[src/rtl/amu_pkg.sv]
package amu_pkg;
  localparam int OP_W = 3;

  typedef enum logic [OP_W-1:0] {
    OP_LOAD  = 3'd0,
    OP_STORE = 3'd1,
    OP_SWAP  = 3'd2,
    OP_TAS   = 3'd3,
    OP_FAI   = 3'd4,
    OP_LL    = 3'd5,
    OP_SC    = 3'd6,
    OP_RSVD  = 3'd7
  } amu_op_e;

  typedef struct packed {
    logic memWe;   // write the word this cycle
    logic incSel;  // write old+1 instead of request data
    logic setRes;  // record reservation for the granted requester
    logic clrOwn;  // drop the granted requester's reservation
    logic scOk;    // conditional store succeeded
  } amu_strobe_t;
endpackage

[src/rtl/amu_arbiter.sv]
module amu_arbiter #(
  parameter int NUM_REQ = 4,
  localparam int IDX_W = (NUM_REQ > 1) ? $clog2(NUM_REQ) : 1
) (
  input  logic [NUM_REQ-1:0] reqValid,
  output logic [NUM_REQ-1:0] grant,
  output logic [IDX_W-1:0]   gntIdx,
  output logic               gntAny
);
  always_comb begin
    grant  = '0;
    gntIdx = '0;
    for (int i = NUM_REQ - 1; i >= 0; i--) begin
      if (reqValid[i]) begin
        grant  = '0;
        grant[i] = 1'b1;
        gntIdx = IDX_W'(i);
      end
    end
    gntAny = |reqValid;
  end
endmodule

[src/rtl/amu_ctrl.sv]
module amu_ctrl
  import amu_pkg::*;
#(
  parameter int DATA_W = 16
) (
  input  logic              gntAny,
  input  logic [OP_W-1:0]   op,
  input  logic [DATA_W-1:0] oldWord,
  input  logic              resHit,
  output amu_strobe_t       stb
);
  always_comb begin
    stb = '0;
    if (gntAny) begin
      unique case (amu_op_e'(op))
        OP_STORE, OP_SWAP: stb.memWe = 1'b1;
        OP_TAS:            stb.memWe = (oldWord == '0);
        OP_FAI: begin
          stb.memWe  = 1'b1;
          stb.incSel = 1'b1;
        end
        OP_LL:             stb.setRes = 1'b1;
        OP_SC: begin
          stb.clrOwn = 1'b1;
          stb.memWe  = resHit;
          stb.scOk   = resHit;
        end
        default: ;
      endcase
    end
  end
endmodule

[src/rtl/amu_datapath.sv]
module amu_datapath
  import amu_pkg::*;
#(
  parameter int NUM_REQ = 4,
  parameter int ADDR_W  = 4,
  parameter int DATA_W  = 16,
  localparam int IDX_W  = (NUM_REQ > 1) ? $clog2(NUM_REQ) : 1,
  localparam int DEPTH  = 1 << ADDR_W
) (
  input  logic               clk,
  input  logic               rst_n,
  input  logic [NUM_REQ-1:0] grant,
  input  logic [IDX_W-1:0]   gntIdx,
  input  logic [ADDR_W-1:0]  addr,
  input  logic [DATA_W-1:0]  wdata,
  input  amu_strobe_t        stb,
  output logic [DATA_W-1:0]  oldWord,
  output logic               resHit,
  output logic [NUM_REQ-1:0] rspValid,
  output logic [DATA_W-1:0]  rspData,
  output logic               rspOk
);
  logic [DATA_W-1:0] memArr [DEPTH];
  logic [NUM_REQ-1:0] resValid;
  logic [ADDR_W-1:0]  resAddr [NUM_REQ];
  logic [DATA_W-1:0]  newWord;

  assign oldWord = memArr[addr];
  assign resHit  = resValid[gntIdx] && (resAddr[gntIdx] == addr);
  assign newWord = stb.incSel ? oldWord + DATA_W'(1) : wdata;

  always_ff @(posedge clk) begin
    if (!rst_n) begin
      for (int w = 0; w < DEPTH; w++) memArr[w] <= '0;
    end else if (stb.memWe) begin
      memArr[addr] <= newWord;
    end
  end

  for (genvar r = 0; r < NUM_REQ; r++) begin : g_res
    always_ff @(posedge clk) begin
      if (!rst_n) begin
        resValid[r] <= 1'b0;
        resAddr[r]  <= '0;
      end else begin
        if (stb.memWe && resValid[r] && resAddr[r] == addr) resValid[r] <= 1'b0;
        if (grant[r] && stb.clrOwn) resValid[r] <= 1'b0;
        if (grant[r] && stb.setRes) begin
          resValid[r] <= 1'b1;
          resAddr[r]  <= addr;
        end
      end
    end
  end

  always_ff @(posedge clk) begin
    if (!rst_n) begin
      rspValid <= '0;
      rspData  <= '0;
      rspOk    <= 1'b0;
    end else begin
      rspValid <= grant;
      rspData  <= oldWord;
      rspOk    <= stb.scOk;
    end
  end
endmodule

[src/rtl/atomic_mem_unit.sv]
module atomic_mem_unit
  import amu_pkg::*;
#(
  parameter int NUM_REQ = 4,
  parameter int ADDR_W  = 4,
  parameter int DATA_W  = 16
) (
  input  logic                           clk,
  input  logic                           rst_n,
  input  logic [NUM_REQ-1:0]             reqValid,
  input  logic [NUM_REQ-1:0][OP_W-1:0]   reqOp,
  input  logic [NUM_REQ-1:0][ADDR_W-1:0] reqAddr,
  input  logic [NUM_REQ-1:0][DATA_W-1:0] reqData,
  output logic [NUM_REQ-1:0]             rspValid,
  output logic [DATA_W-1:0]              rspData,
  output logic                           rspOk
);
  localparam int IDX_W = (NUM_REQ > 1) ? $clog2(NUM_REQ) : 1;

  logic [NUM_REQ-1:0] grant;
  logic [IDX_W-1:0]   gntIdx;
  logic               gntAny;
  logic [DATA_W-1:0]  oldWord;
  logic               resHit;
  amu_strobe_t        stb;

  amu_arbiter #(.NUM_REQ(NUM_REQ)) u_arb (
    .reqValid(reqValid), .grant(grant), .gntIdx(gntIdx), .gntAny(gntAny)
  );

  amu_ctrl #(.DATA_W(DATA_W)) u_ctrl (
    .gntAny(gntAny), .op(reqOp[gntIdx]), .oldWord(oldWord),
    .resHit(resHit), .stb(stb)
  );

  amu_datapath #(.NUM_REQ(NUM_REQ), .ADDR_W(ADDR_W), .DATA_W(DATA_W)) u_dp (
    .clk(clk), .rst_n(rst_n), .grant(grant), .gntIdx(gntIdx),
    .addr(reqAddr[gntIdx]), .wdata(reqData[gntIdx]), .stb(stb),
    .oldWord(oldWord), .resHit(resHit),
    .rspValid(rspValid), .rspData(rspData), .rspOk(rspOk)
  );
endmodule

[config.mk]
export PLATFORM = sky130hd
export DESIGN_NAME = atomic_mem_unit
export DESIGN_NICKNAME = d
export VERILOG_FILES = /design/src/rtl/amu_pkg.sv /design/src/rtl/amu_arbiter.sv /design/src/rtl/amu_ctrl.sv /design/src/rtl/amu_datapath.sv /design/src/rtl/atomic_mem_unit.sv
export SDC_FILE = /design/constraint.sdc
export NUM_CORES = 1
export LEC_CHECK = 0
export BUFFER_PORTS_ARGS = -buffer_cell sky130_fd_sc_hd__clkbuf_2
export CAP_MARGIN = 30
export CORE_MARGIN = 8
export CORE_UTILIZATION = 42
export DETAILED_ROUTE_END_ITERATION = 10
export REMOVE_ABC_BUFFERS = 1
export SLEW_MARGIN = 0
export SYNTH_ARGS = -nofsm -noshare
export SYNTH_HDL_FRONTEND = slang
export SYNTH_HIERARCHICAL = 1
export SYNTH_SLANG_ARGS = --single-unit
[constraint.sdc]
create_clock -name clk -period 18.45 [get_ports clk]
set_input_delay 5.535 -clock clk [delete_from_list [all_inputs] [get_ports clk]]
set_output_delay 5.535 -clock clk [all_outputs]
set_load 0.01 [all_outputs]
==> results by group, run 1 <==
Power and ir drop
  • Cell Pwr Density: 103 nW/um2
  • Leakage power: 5.87 nW
  • IR Drop Worst-Case VDD: 55.8 uV

Synth
  • Top post-synthesis cells by count: 272 x sky130_fd_sc_hd__edfxtp_1, 167 x sky130_fd_sc_hd__nor2_1, 94 x sky130_fd_sc_hd__nor3_1, 77 x sky130_fd_sc_hd__mux4_2, 73 x sky130_fd_sc_hd__nand2_1
  • Most repeated cell in the gate-level netlist after synthesis: sky130_fd_sc_hd__edfxtp_1
  • Warnings from Yosys: 6
  • Count of different cell masters after synthesis: 59
  • Sequential-to-total area share from yosys stat: 60.5%
  • Share of Yosys cell area claimed by the top area cell type: 57.0%
  • Top cells by area, synth: sky130_fd_sc_hd__edfxtp_1 57%, sky130_fd_sc_hd__mux4_2 12%, sky130_fd_sc_hd__nor2_1 4.4%
  • Netlist area before placement: 14300 um2
  • Register bit count reported by yosys: 297
  • Most used DFF post-synth: sky130_fd_sc_hd__edfxtp_1
  • Number of instances in the synthesized netlist: 1020
  • Fraction of registers with async set/reset: 0%
  • Number of synthesized flops with an enable pin: 272
  • Cell type with the highest aggregate area in the netlist: sky130_fd_sc_hd__edfxtp_1
  • Post-synthesis average cell area: 14.0 um2

Global routing
  • Vias in the first global route: 9209
  • Overflow left after global routing: 0
  • Initial antenna violation count: 1
  • Total routing usage reported by global routing: 19.5%
  • Pin count of the biggest net entering global routing: 68
  • Global-route wire length before repair: 60.2 mm

Cells and area
  • Number of nets in the layout: 1215
  • Count of inserted antenna diode cells: 0
  • Area growth from synthesis to final layout: 13.1%
  • Final standard cell count with taps included and fillers excluded: 1588
  • Final Instance Area: 16200 um2
  • Layout cells sized above 1: 27.2%

Routing
  • Ratio of routed vias to standard cells: 5.98
  • Routed via count: 9501
  • 1st-iter DRT viols: 1012
  • DRC violation count after routing: 0
  • Avg WL per Cell: 25.5 um
  • Number of nets still failing antenna checks after routing: 0
  • Iteration count of the initial detailed-routing pass: 7
  • Final Routed Wirelength: 40.5 mm

CTS
  • Worst-skew pair later-pin latency: 520 ps
  • Post-cts gate resize count: 0
  • Clock tree root buffer cell: sky130_fd_sc_hd__clkbuf_16
  • CTS Buffer Depth: 3
  • Buffers inserted during post-CTS setup optimization: 0
  • Post-CTS Hold Buffers: 0
  • H-tree depth: 2
  • Sink Count: 297
  • TritonCTS buffer count: 34
  • TritonCTS clock tree: built
  • CTS clk-pin slew, worst paths: 60 ps

STA
  • Post-Route Skew: 16.6 ps
  • Share of the clock period used by the worst path after layout: 70.5%
  • WHS: 495 ps
  • Achievable Freq: 76.9 MHz
  • # setup viols final: 0
  • Post-layout min period: 13010 ps
  • Max-slew violations: 0
  • RSZ-0062 raised after global routing: false
  • Setup TNS: 0 ps
  • Count of final hold-check violations: 0
  • Slew of the pin with the lowest slew margin: 1060 ps
  • Worst slew margin relative to its limit: 28.7%

Floorplanning
  • Horizontal die dimension: 201 um
  • Number of placement rows: 67
  • Initial Util: 42.7%
  • Total die area: 40300 um2
  • Placeable core area: 33500 um2
  • I/O pin cnt: 119
  • Overall die height: 201 um

Job
  • Max capacitance violation total: 0

Setup path
  • Setup slack on the worst flop-to-flop path: 12890 ps
  • Crit path cell chain: clkbuf_2 -> nor3_2 -> buf_4 -> mux4_4 -> buf_4 -> mux4_2 -> a22oi_1 -> nand2_1 -> nor4_2 -> a31oi_1 -> nor3_1 -> nand2_1 -> nor3_1 -> nand2_1 -> nand2_1
  • Stage delay of the slowest cell on the critical path: 870 ps
  • Slowest stage cell, crit path: sky130_fd_sc_hd__nor3_1
  • Endpoint class of the critical path: flip-flop
  • Category of the critical setup timing path: input pin to flip-flop
  • Maximum fanout count along the critical path: 44
  • Worst Path Required: 18590 ps
  • Arrival time at the worst endpoint: 13150 ps
  • Startpoint type of the worst setup path: input pin
  • Most Frequent Cell on Critical Path: sky130_fd_sc_hd__nand2_1

Placement
  • Total instance count after detailed placement: 1528
  • Estimated wirelength of the detail-placed design: 26.8 mm
  • Global placement routability congestion: 0.916
  • Port buffer count: 118
  • Total placed instance area: 15200 um2

Run status
  • Run status: completed

Worst hold path
  • Worst min-delay path class: flip-flop to flip-flop
-- power by group --
group	internal, W	switching [W]
combinational	0.0000937	0.000181
clock	0.000341	0.000267
sequential	0.000767	0.0000109
total	0.00120	0.000459
-- logic make-up (layout without fill, tap and decap cells) --
| family | after synthesis | count (layout) | synth area share, % |
|---|---|---|---|
| adders and majority gates | 1 | 1 | 0.0873 |
| muxes | 98 | 98 | 15.4 |
| buffers and inverters | 90 | 210 | 3.75 |
| and+or+nand+nor | 452 | 452 | 15.3 |
| xor gates and xnor gates | 25 | 25 | 1.53 |
| DFF | 297 | 297 | 60.5 |
| AOI/OAI and AO/OA | 57 | 57 | 3.41 |
-- registers in the layout, summed over array words and instances (netlist names) --
name / count
u_dp/resAddr: 16
u_dp/rspValid: 4
u_dp/rspOk: 1
u_dp/rspData: 16
u_dp/resValid: 4
u_dp/memArr: 256
-- path summary, 6_finish.rpt --
| check | start | endpoint | cells past startpoint |
|---|---|---|---|
| worst max-delay path | reqValid[0] | u_dp/memArr[8][4] | 15 |
| worst min-delay path | u_dp/resValid[0] | u_dp/resValid[0] | 1 |
| worst max register to register | u_dp/memArr[9][8] | u_dp/memArr[8][4] | 10 |
| worst min register to register | u_dp/resValid[0] | u_dp/resValid[0] | 1 |
-- critical path, delay by kind of cell --
kind	cells	cell delay (ps)
buf+inv	3	1300
simple gates	8	4360
mux	2	1390
compound gates	2	480
-- cell type report --
type | instances | area, um2
Tap cell | 448 | 561
Fill cell | 2989 | 17300
Inverter | 7 | 26.3
Multi-Input combinational cell | 633 | 5180
Timing Repair Buffer | 143 | 786
Sequential cell | 297 | 8670
Clock inverter | 17 | 96.3
Clock buffer | 43 | 885
-- layer usage --
layer	vias to the layer above	share of wire (%)	global-route usage, %	wire length [um]
met4	2	3.8	6.91	1520
met5	-	0.040	0	16
met2	549	44	29.0	17800
li1	4097	-	-	-
met1	4759	43	27.7	17200
met3	94	9.6	4.53	3900
-- per-stage QoR --
stage	total power (W)	utilization [%]	worst slack (ps)
floorplan	0.000948	-	5080
detailed placement	0.00106	45.4	5040
global route	0.00171	48.3	4910
CTS	0.00167	48.3	5570
finish	0.00166	48.3	5440
global placement	0.00106	45.3	5140
-- placed cells by master, fill, tap and decap left out, types with 24 or more instances in the layout --
master,n
sky130_fd_sc_hd__dfxtp_1,25
sky130_fd_sc_hd__clkbuf_2,118
sky130_fd_sc_hd__clkbuf_16,34
sky130_fd_sc_hd__mux4_2,75
sky130_fd_sc_hd__nor3_1,91
sky130_fd_sc_hd__and2_1,39
sky130_fd_sc_hd__edfxtp_1,272
sky130_fd_sc_hd__nand2_1,73
sky130_fd_sc_hd__nor2_1,164
sky130_fd_sc_hd__buf_4,24
sky130_fd_sc_hd__a22oi_1,24
(Power assumes the default switching activity.)
==> run 2, diff against run 1 <==
==> constraint.sdc (replaced) <==
create_clock -name clk -period 10.9 [get_ports clk]
set_input_delay 3.27 -clock clk [delete_from_list [all_inputs] [get_ports clk]]
set_output_delay 3.27 -clock clk [all_outputs]
set_load 0.01 [all_outputs]
==> results by group, run 2 (synthesized netlist as in run 1, its figures left out) <==
Placement
  • Port buffer count: 118 (unchanged)
  • Global placement routability congestion: 0.911 (-0.55%)
  • Estimated wirelength of the detail-placed design: 27.1 mm (+0.90%)
  • Worst slack, placed: 1080 ps (-3960 ps)
  • Total instance count after detailed placement: 1547 (+1.2%)

Cells and area
  • Registers with the highest flip-flop counts: u_dp/memArr: 256 flops, u_dp/resAddr: 16 flops, u_dp/rspData: 16 flops
  • Most common cell after layout, fill and taps aside: sky130_fd_sc_hd__edfxtp_1
  • Area growth from synthesis to final layout: 14.1%
  • Filler cells: 2929 (-2.0%)
  • Number of nets in the layout: 1231 (+1.3%)
  • Most frequent cells in the layout: 272 x sky130_fd_sc_hd__edfxtp_1, 165 x sky130_fd_sc_hd__nor2_1, 118 x sky130_fd_sc_hd__clkbuf_2
  • Number of flip-flops under the largest register name: 256 (unchanged)
  • Layout cells sized above 1: 28.7% (+1.5 points)
  • Register ranked first by flip-flop count: u_dp/memArr
  • Final standard cell count with taps included and fillers excluded: 1601 (+0.82%)

CTS
  • Post-cts gate resize count: 0 (unchanged)
  • CTS Buffer Depth: 3 (unchanged)
  • Buffers inserted during post-CTS setup optimization: 0 (unchanged)
  • TritonCTS clock tree: built
  • Sink Count: 297 (unchanged)
  • Worst-skew pair later-pin latency: 580 ps (+60 ps)
  • Clock tree root buffer cell: sky130_fd_sc_hd__clkbuf_16
  • Post-CTS Hold Buffers: 0 (unchanged)
  • TritonCTS buffer count: 31 (-8.8%)
  • CTS clk-pin slew, worst paths: 60 ps (about the same)
  • H-tree depth: 1 (-1)

STA
  • Achievable Freq: 107 MHz
  • Worst slew margin relative to its limit: 30.0% (+1.4 points)
  • Post-layout min period: 9330 ps
  • Max-slew violations: 0 (unchanged)
  • Setup TNS: 0 ps (unchanged)
  • # setup viols final: 0 (unchanged)
  • Count of final hold-check violations: 0 (unchanged)
  • Share of the clock period used by the worst path after layout: 85.6%
  • Slew of the pin with the lowest slew margin: 1040 ps (-20.7 ps)
  • Post-Route Skew: 19.5 ps (+2.93 ps)
  • RSZ-0062 raised after global routing: false
  • Worst-case setup margin in the final layout: 1570 ps (-3870 ps)

Routing
  • Avg WL per Cell: 25.2 um (-1.0%)
  • Iteration count of the initial detailed-routing pass: 5 (-2)
  • DRC violation count after routing: 0 (unchanged)
  • Ratio of routed vias to standard cells: 5.88 (-1.8%)
  • Number of nets still failing antenna checks after routing: 0 (unchanged)
  • Final Routed Wirelength: 40.4 mm (-0.21%)
  • Routed via count: 9407 (-0.99%)
  • 1st-iter DRT viols: 905 (-11%)

Floorplanning
  • Number of placement rows: 67 (unchanged)
  • Total die area: 40300 um2 (unchanged)
  • Overall die height: 201 um (unchanged)
  • Initial Util: 42.7% (unchanged)
  • I/O pin cnt: 119 (unchanged)
  • Placeable core area: 33500 um2 (unchanged)
  • Horizontal die dimension: 201 um (unchanged)

Global routing
  • Initial antenna violation count: 1 (unchanged)
  • Overflow left after global routing: 0 (unchanged)
  • Global-route wire length before repair: 60.8 mm (+1.0%)
  • Pin count of the biggest net entering global routing: 57 (-16%)
  • Total routing usage reported by global routing: 19.5% (about the same)
  • Vias in the first global route: 9223 (+0.15%)

Job
  • Max capacitance violation total: 0 (unchanged)

Power and ir drop
  • IR Drop Worst-Case VDD: 126 uV (+130%)
  • Cell Pwr Density: 173 nW/um2 (+68%)
  • Leakage power: 5.95 nW (+1.3%)

Setup path
  • Category of the critical setup timing path: input pin to flip-flop
  • Maximum fanout count along the critical path: 40 (-9.1%)
  • Endpoint class of the critical path: flip-flop
  • Worst Path Required: 11090 ps (-7500 ps)
  • Startpoint type of the worst setup path: input pin
  • Arrival time at the worst endpoint: 9520 ps (-3630 ps)

Run status
  • Run status: completed

Worst hold path
  • Worst min-delay path class: flip-flop to flip-flop
==> run 2: power by group <==
group / internal (W) / leakage [nW] / total [W] / switching (W)
clock network: 0.000609 / 0.473 / 0.00104 / 0.000435
registers: 0.00130 / 3.01 / 0.00132 / 0.0000184
logic: 0.000161 / 2.47 / 0.000464 / 0.000302
total: 0.00207 / 5.95 / 0.00282 / 0.000755
==> run 2: final timing paths <==
check	from	end	slack (ps)	cells past startpoint
worst max-delay path	reqValid[0]	u_dp/memArr[4][1]	1570	15
worst min-delay path	u_dp/resValid[0]	u_dp/resValid[0]	500	1
worst max register to register	u_dp/memArr[11][0]	u_dp/memArr[4][1]	5900	11
worst min register to register	u_dp/resValid[0]	u_dp/resValid[0]	500	1
==> run 2: cell type report <==
class                      instances  area (um2)  share of cell area [%]
multi-input combinational        633        5170                    31.6
clock inverter                    20         209                    1.28
timing repair buffer             162         933                    5.71
inverter                           7        26.3                   0.161
antenna                            1        2.50                  0.0153
clock buffer                      33         783                    4.79
tap                              448         561                    3.43
sequential                       297        8670                    53.0
==> run 2: per-stage QoR <==
step	util [%]	hold slack, ps	cell area (um2)	total power, W
2_1_floorplan	-	459	13800	0.00160
3_3_place_gp	45.8	471	15400	0.00179
3_5_place_dp	45.8	481	15400	0.00180
4_1_cts	48.8	496	16400	0.00284
5_1_grt	48.8	524	16400	0.00291
6_report	48.8	502	16400	0.00282
==> run 2: per-layer routing <==
| metal | share of wire (%) | global-route usage [%] | routed length, um |
|---|---|---|---|
| met5 | 0 | 0 | 0 |
| met1 | 42 | 27.7 | 17100 |
| met4 | 2.2 | 4.97 | 876 |
| met3 | 9.0 | 3.52 | 3640 |
| met2 | 47 | 30.6 | 18800 |
==> run 2: worst max-delay path: stages <==
cell                       delay, ps
sky130_fd_sc_hd__clkbuf_2        170
sky130_fd_sc_hd__nor3_2          620
sky130_fd_sc_hd__mux4_4          970
sky130_fd_sc_hd__buf_12          360
sky130_fd_sc_hd__mux4_2          540
sky130_fd_sc_hd__a22oi_1         270
sky130_fd_sc_hd__nand2_1         270
sky130_fd_sc_hd__nor4_1          330
sky130_fd_sc_hd__a31oi_1         130
sky130_fd_sc_hd__nor3_1          850
sky130_fd_sc_hd__nand2_1         160
sky130_fd_sc_hd__nor3_1          520
sky130_fd_sc_hd__nand2_1         110
sky130_fd_sc_hd__buf_4           230
sky130_fd_sc_hd__nand2_1         630
==> run 3, diff against run 2 <==
==> constraint.sdc (replaced) <==
create_clock -name clk -period 10.3 [get_ports clk]
set_input_delay 3.09 -clock clk [delete_from_list [all_inputs] [get_ports clk]]
set_output_delay 3.09 -clock clk [all_outputs]
set_load 0.01 [all_outputs]
==> results by group, run 3 (synthesized netlist as in run 1, its figures left out) <==
STA
  • Post-Route Skew: 22.3 ps (+2.79 ps)
  • Worst slew margin relative to its limit: 30.0% (-0.033 points)
  • Max-slew violations: 0 (unchanged)
  • # setup viols final: 0 (unchanged)
  • Slew of the pin with the lowest slew margin: 1050 ps (+5.14 ps)
  • Achievable Freq: 111 MHz
  • Post-layout min period: 9020 ps
  • Count of final hold-check violations: 0 (unchanged)
  • Share of the clock period used by the worst path after layout: 87.6%
  • RSZ-0062 raised after global routing: false
  • Worst-case setup margin in the final layout: 1280 ps (-292 ps)

Cells and area
  • Most common cell after layout, fill and taps aside: sky130_fd_sc_hd__edfxtp_1
  • Final standard cell count with taps included and fillers excluded: 1608 (+0.44%)
  • Area occupied by multi-input gates: 5170 um2 (about the same)
  • Layout cells sized above 1: 28.9% (+0.15 points)
  • Filler cells: 2927 (-0.068%)
  • Number of nets in the layout: 1237 (+0.49%)
  • Count of inserted antenna diode cells: 0 (-1)
  • Storage cell area: 8670 um2 (unchanged)
  • Number of flip-flops under the largest register name: 256 (unchanged)
  • Most frequent cells in the layout: 272 x sky130_fd_sc_hd__edfxtp_1, 165 x sky130_fd_sc_hd__nor2_1, 118 x sky130_fd_sc_hd__clkbuf_2
  • Registers with the highest flip-flop counts: u_dp/memArr: 256 flops, u_dp/resAddr: 16 flops, u_dp/rspData: 16 flops
  • Area growth from synthesis to final layout: 14.7%
  • Register ranked first by flip-flop count: u_dp/memArr

Global routing
  • Pin count of the biggest net entering global routing: 67 (+18%)
  • Overflow left after global routing: 0 (unchanged)
  • Global-route wire length before repair: 60.6 mm (-0.35%)
  • Vias in the first global route: 9288 (+0.70%)
  • Total routing usage reported by global routing: 19.6% (+0.12 points)
  • Initial antenna violation count: 0 (-1)

CTS
  • Post-cts gate resize count: 0 (unchanged)
  • H-tree depth: 2 (+1)
  • Worst-skew pair later-pin latency: 530 ps (-50 ps)
  • Buffers inserted during post-CTS setup optimization: 0 (unchanged)
  • CTS Buffer Depth: 3 (unchanged)
  • Clock tree root buffer cell: sky130_fd_sc_hd__clkbuf_16
  • Sink Count: 297 (unchanged)
  • TritonCTS buffer count: 34 (+9.7%)
  • Post-CTS Hold Buffers: 0 (unchanged)
  • CTS clk-pin slew, worst paths: 60 ps (about the same)
  • TritonCTS clock tree: built

Routing
  • Ratio of routed vias to standard cells: 5.89 (+0.31%)
  • Number of nets still failing antenna checks after routing: 0 (unchanged)
  • Iteration count of the initial detailed-routing pass: 8 (+3)
  • DRC violation count after routing: 0 (unchanged)
  • 1st-iter DRT viols: 1194 (+32%)
  • Routed via count: 9477 (+0.74%)
  • Avg WL per Cell: 25.2 um (about the same)
  • Final Routed Wirelength: 40.6 mm (+0.44%)

Run status
  • Run status: completed

Setup path
  • Arrival time at the worst endpoint: 9170 ps (-350 ps)
  • Endpoint class of the critical path: flip-flop
  • Maximum fanout count along the critical path: 50 (+25%)
  • Category of the critical setup timing path: input pin to flip-flop
  • Startpoint type of the worst setup path: input pin
  • Worst Path Required: 10450 ps (-640 ps)

Power and ir drop
  • Cell Pwr Density: 184 nW/um2 (+6.5%)
  • Leakage power: 6.00 nW (+0.92%)
  • IR Drop Worst-Case VDD: 101 uV (-20%)

Placement
  • Total instance count after detailed placement: 1549 (+0.13%)
  • Port buffer count: 118 (unchanged)
  • Global placement routability congestion: 0.911 (unchanged)
  • Worst slack, placed: 805 ps (-275 ps)
  • Estimated wirelength of the detail-placed design: 27.4 mm (+1.3%)

Floorplanning
  • I/O pin cnt: 119 (unchanged)
  • Number of placement rows: 67 (unchanged)
  • Horizontal die dimension: 201 um (unchanged)
  • Placeable core area: 33500 um2 (unchanged)
  • Overall die height: 201 um (unchanged)
  • Total die area: 40300 um2 (unchanged)
  • Initial Util: 42.7% (unchanged)

Job
  • Max capacitance violation total: 0 (unchanged)

Worst hold path
  • Worst min-delay path class: flip-flop to flip-flop
==> run 3: cell types whose count changed in the layout (fill, tap and decap cells not counted), sizes merged <==
cell	previous run	this run
clkbuf	151	159
clkinv	11	13
clkinvlp	4	1
diode	1	0
bufinv	4	1
buf	44	47
inv	8	9
==> run 3: routing by layer <==
metal | global-route usage (%) | vias to the layer above | part of all wire, %
met2 | 29.3 | 478 | 44
li1 | - | 4128 | -
met5 | 0 | - | 0
met3 | 4.11 | 77 | 8.9
met1 | 27.7 | 4794 | 43
met4 | 7.96 | 0 | 3.8
==> run 3: area by class of cell <==
class	instances	area share, %
clock buffer	41	5.40
clock inverter	17	0.928
timing repair buffer	165	5.91
multi-input combinational	633	31.5
sequential	297	52.7
inverter	7	0.160
tap	448	3.41
==> run 3: worst paths after layout <==
path         slack, ps                  to  depth (start not counted)                from
max               1280  u_dp/memArr[5][14]                         15         reqValid[2]
min                490    u_dp/resValid[3]                          1    u_dp/resValid[3]
max reg2reg       5570  u_dp/memArr[5][14]                         10  u_dp/memArr[10][6]
min reg2reg        490    u_dp/resValid[3]                          1    u_dp/resValid[3]
==> run 3: where the power goes <==
part           leakage (nW)  switching (W)  internal (W)
combinational          2.49       0.000318      0.000174
clock                 0.506       0.000489      0.000646
sequential             3.01      0.0000204       0.00137
total                  6.00       0.000827       0.00219
==> run 3: critical path: stages <==
cell	delay, ps
sky130_fd_sc_hd__clkbuf_2	110
sky130_fd_sc_hd__nand2b_1	180
sky130_fd_sc_hd__a21oi_4	450
sky130_fd_sc_hd__mux4_4	1040
sky130_fd_sc_hd__buf_12	340
sky130_fd_sc_hd__mux4_2	480
sky130_fd_sc_hd__a22oi_1	440
sky130_fd_sc_hd__nand2_1	310
sky130_fd_sc_hd__nor4_1	270
sky130_fd_sc_hd__a21oi_1	110
sky130_fd_sc_hd__nor3_1	410
sky130_fd_sc_hd__nand2_1	130
sky130_fd_sc_hd__nor3_1	460
sky130_fd_sc_hd__nand2_1	550
sky130_fd_sc_hd__nand2_1	740
==> run 3: through the flow <==
stage / area [um2] / total power (W) / hold WS, ps / util, % / setup TNS, ps
floorplan: 13800 / 0.00170 / 459 / - / -158720
global placement: 15300 / 0.00190 / 470 / 45.8 / 0
detailed placement: 15400 / 0.00191 / 479 / 45.9 / 0
CTS: 16400 / 0.00304 / 491 / 49.0 / 0
global route: 16400 / 0.00312 / 527 / 49.0 / 0
finish: 16400 / 0.00302 / 488 / 49.0 / 0
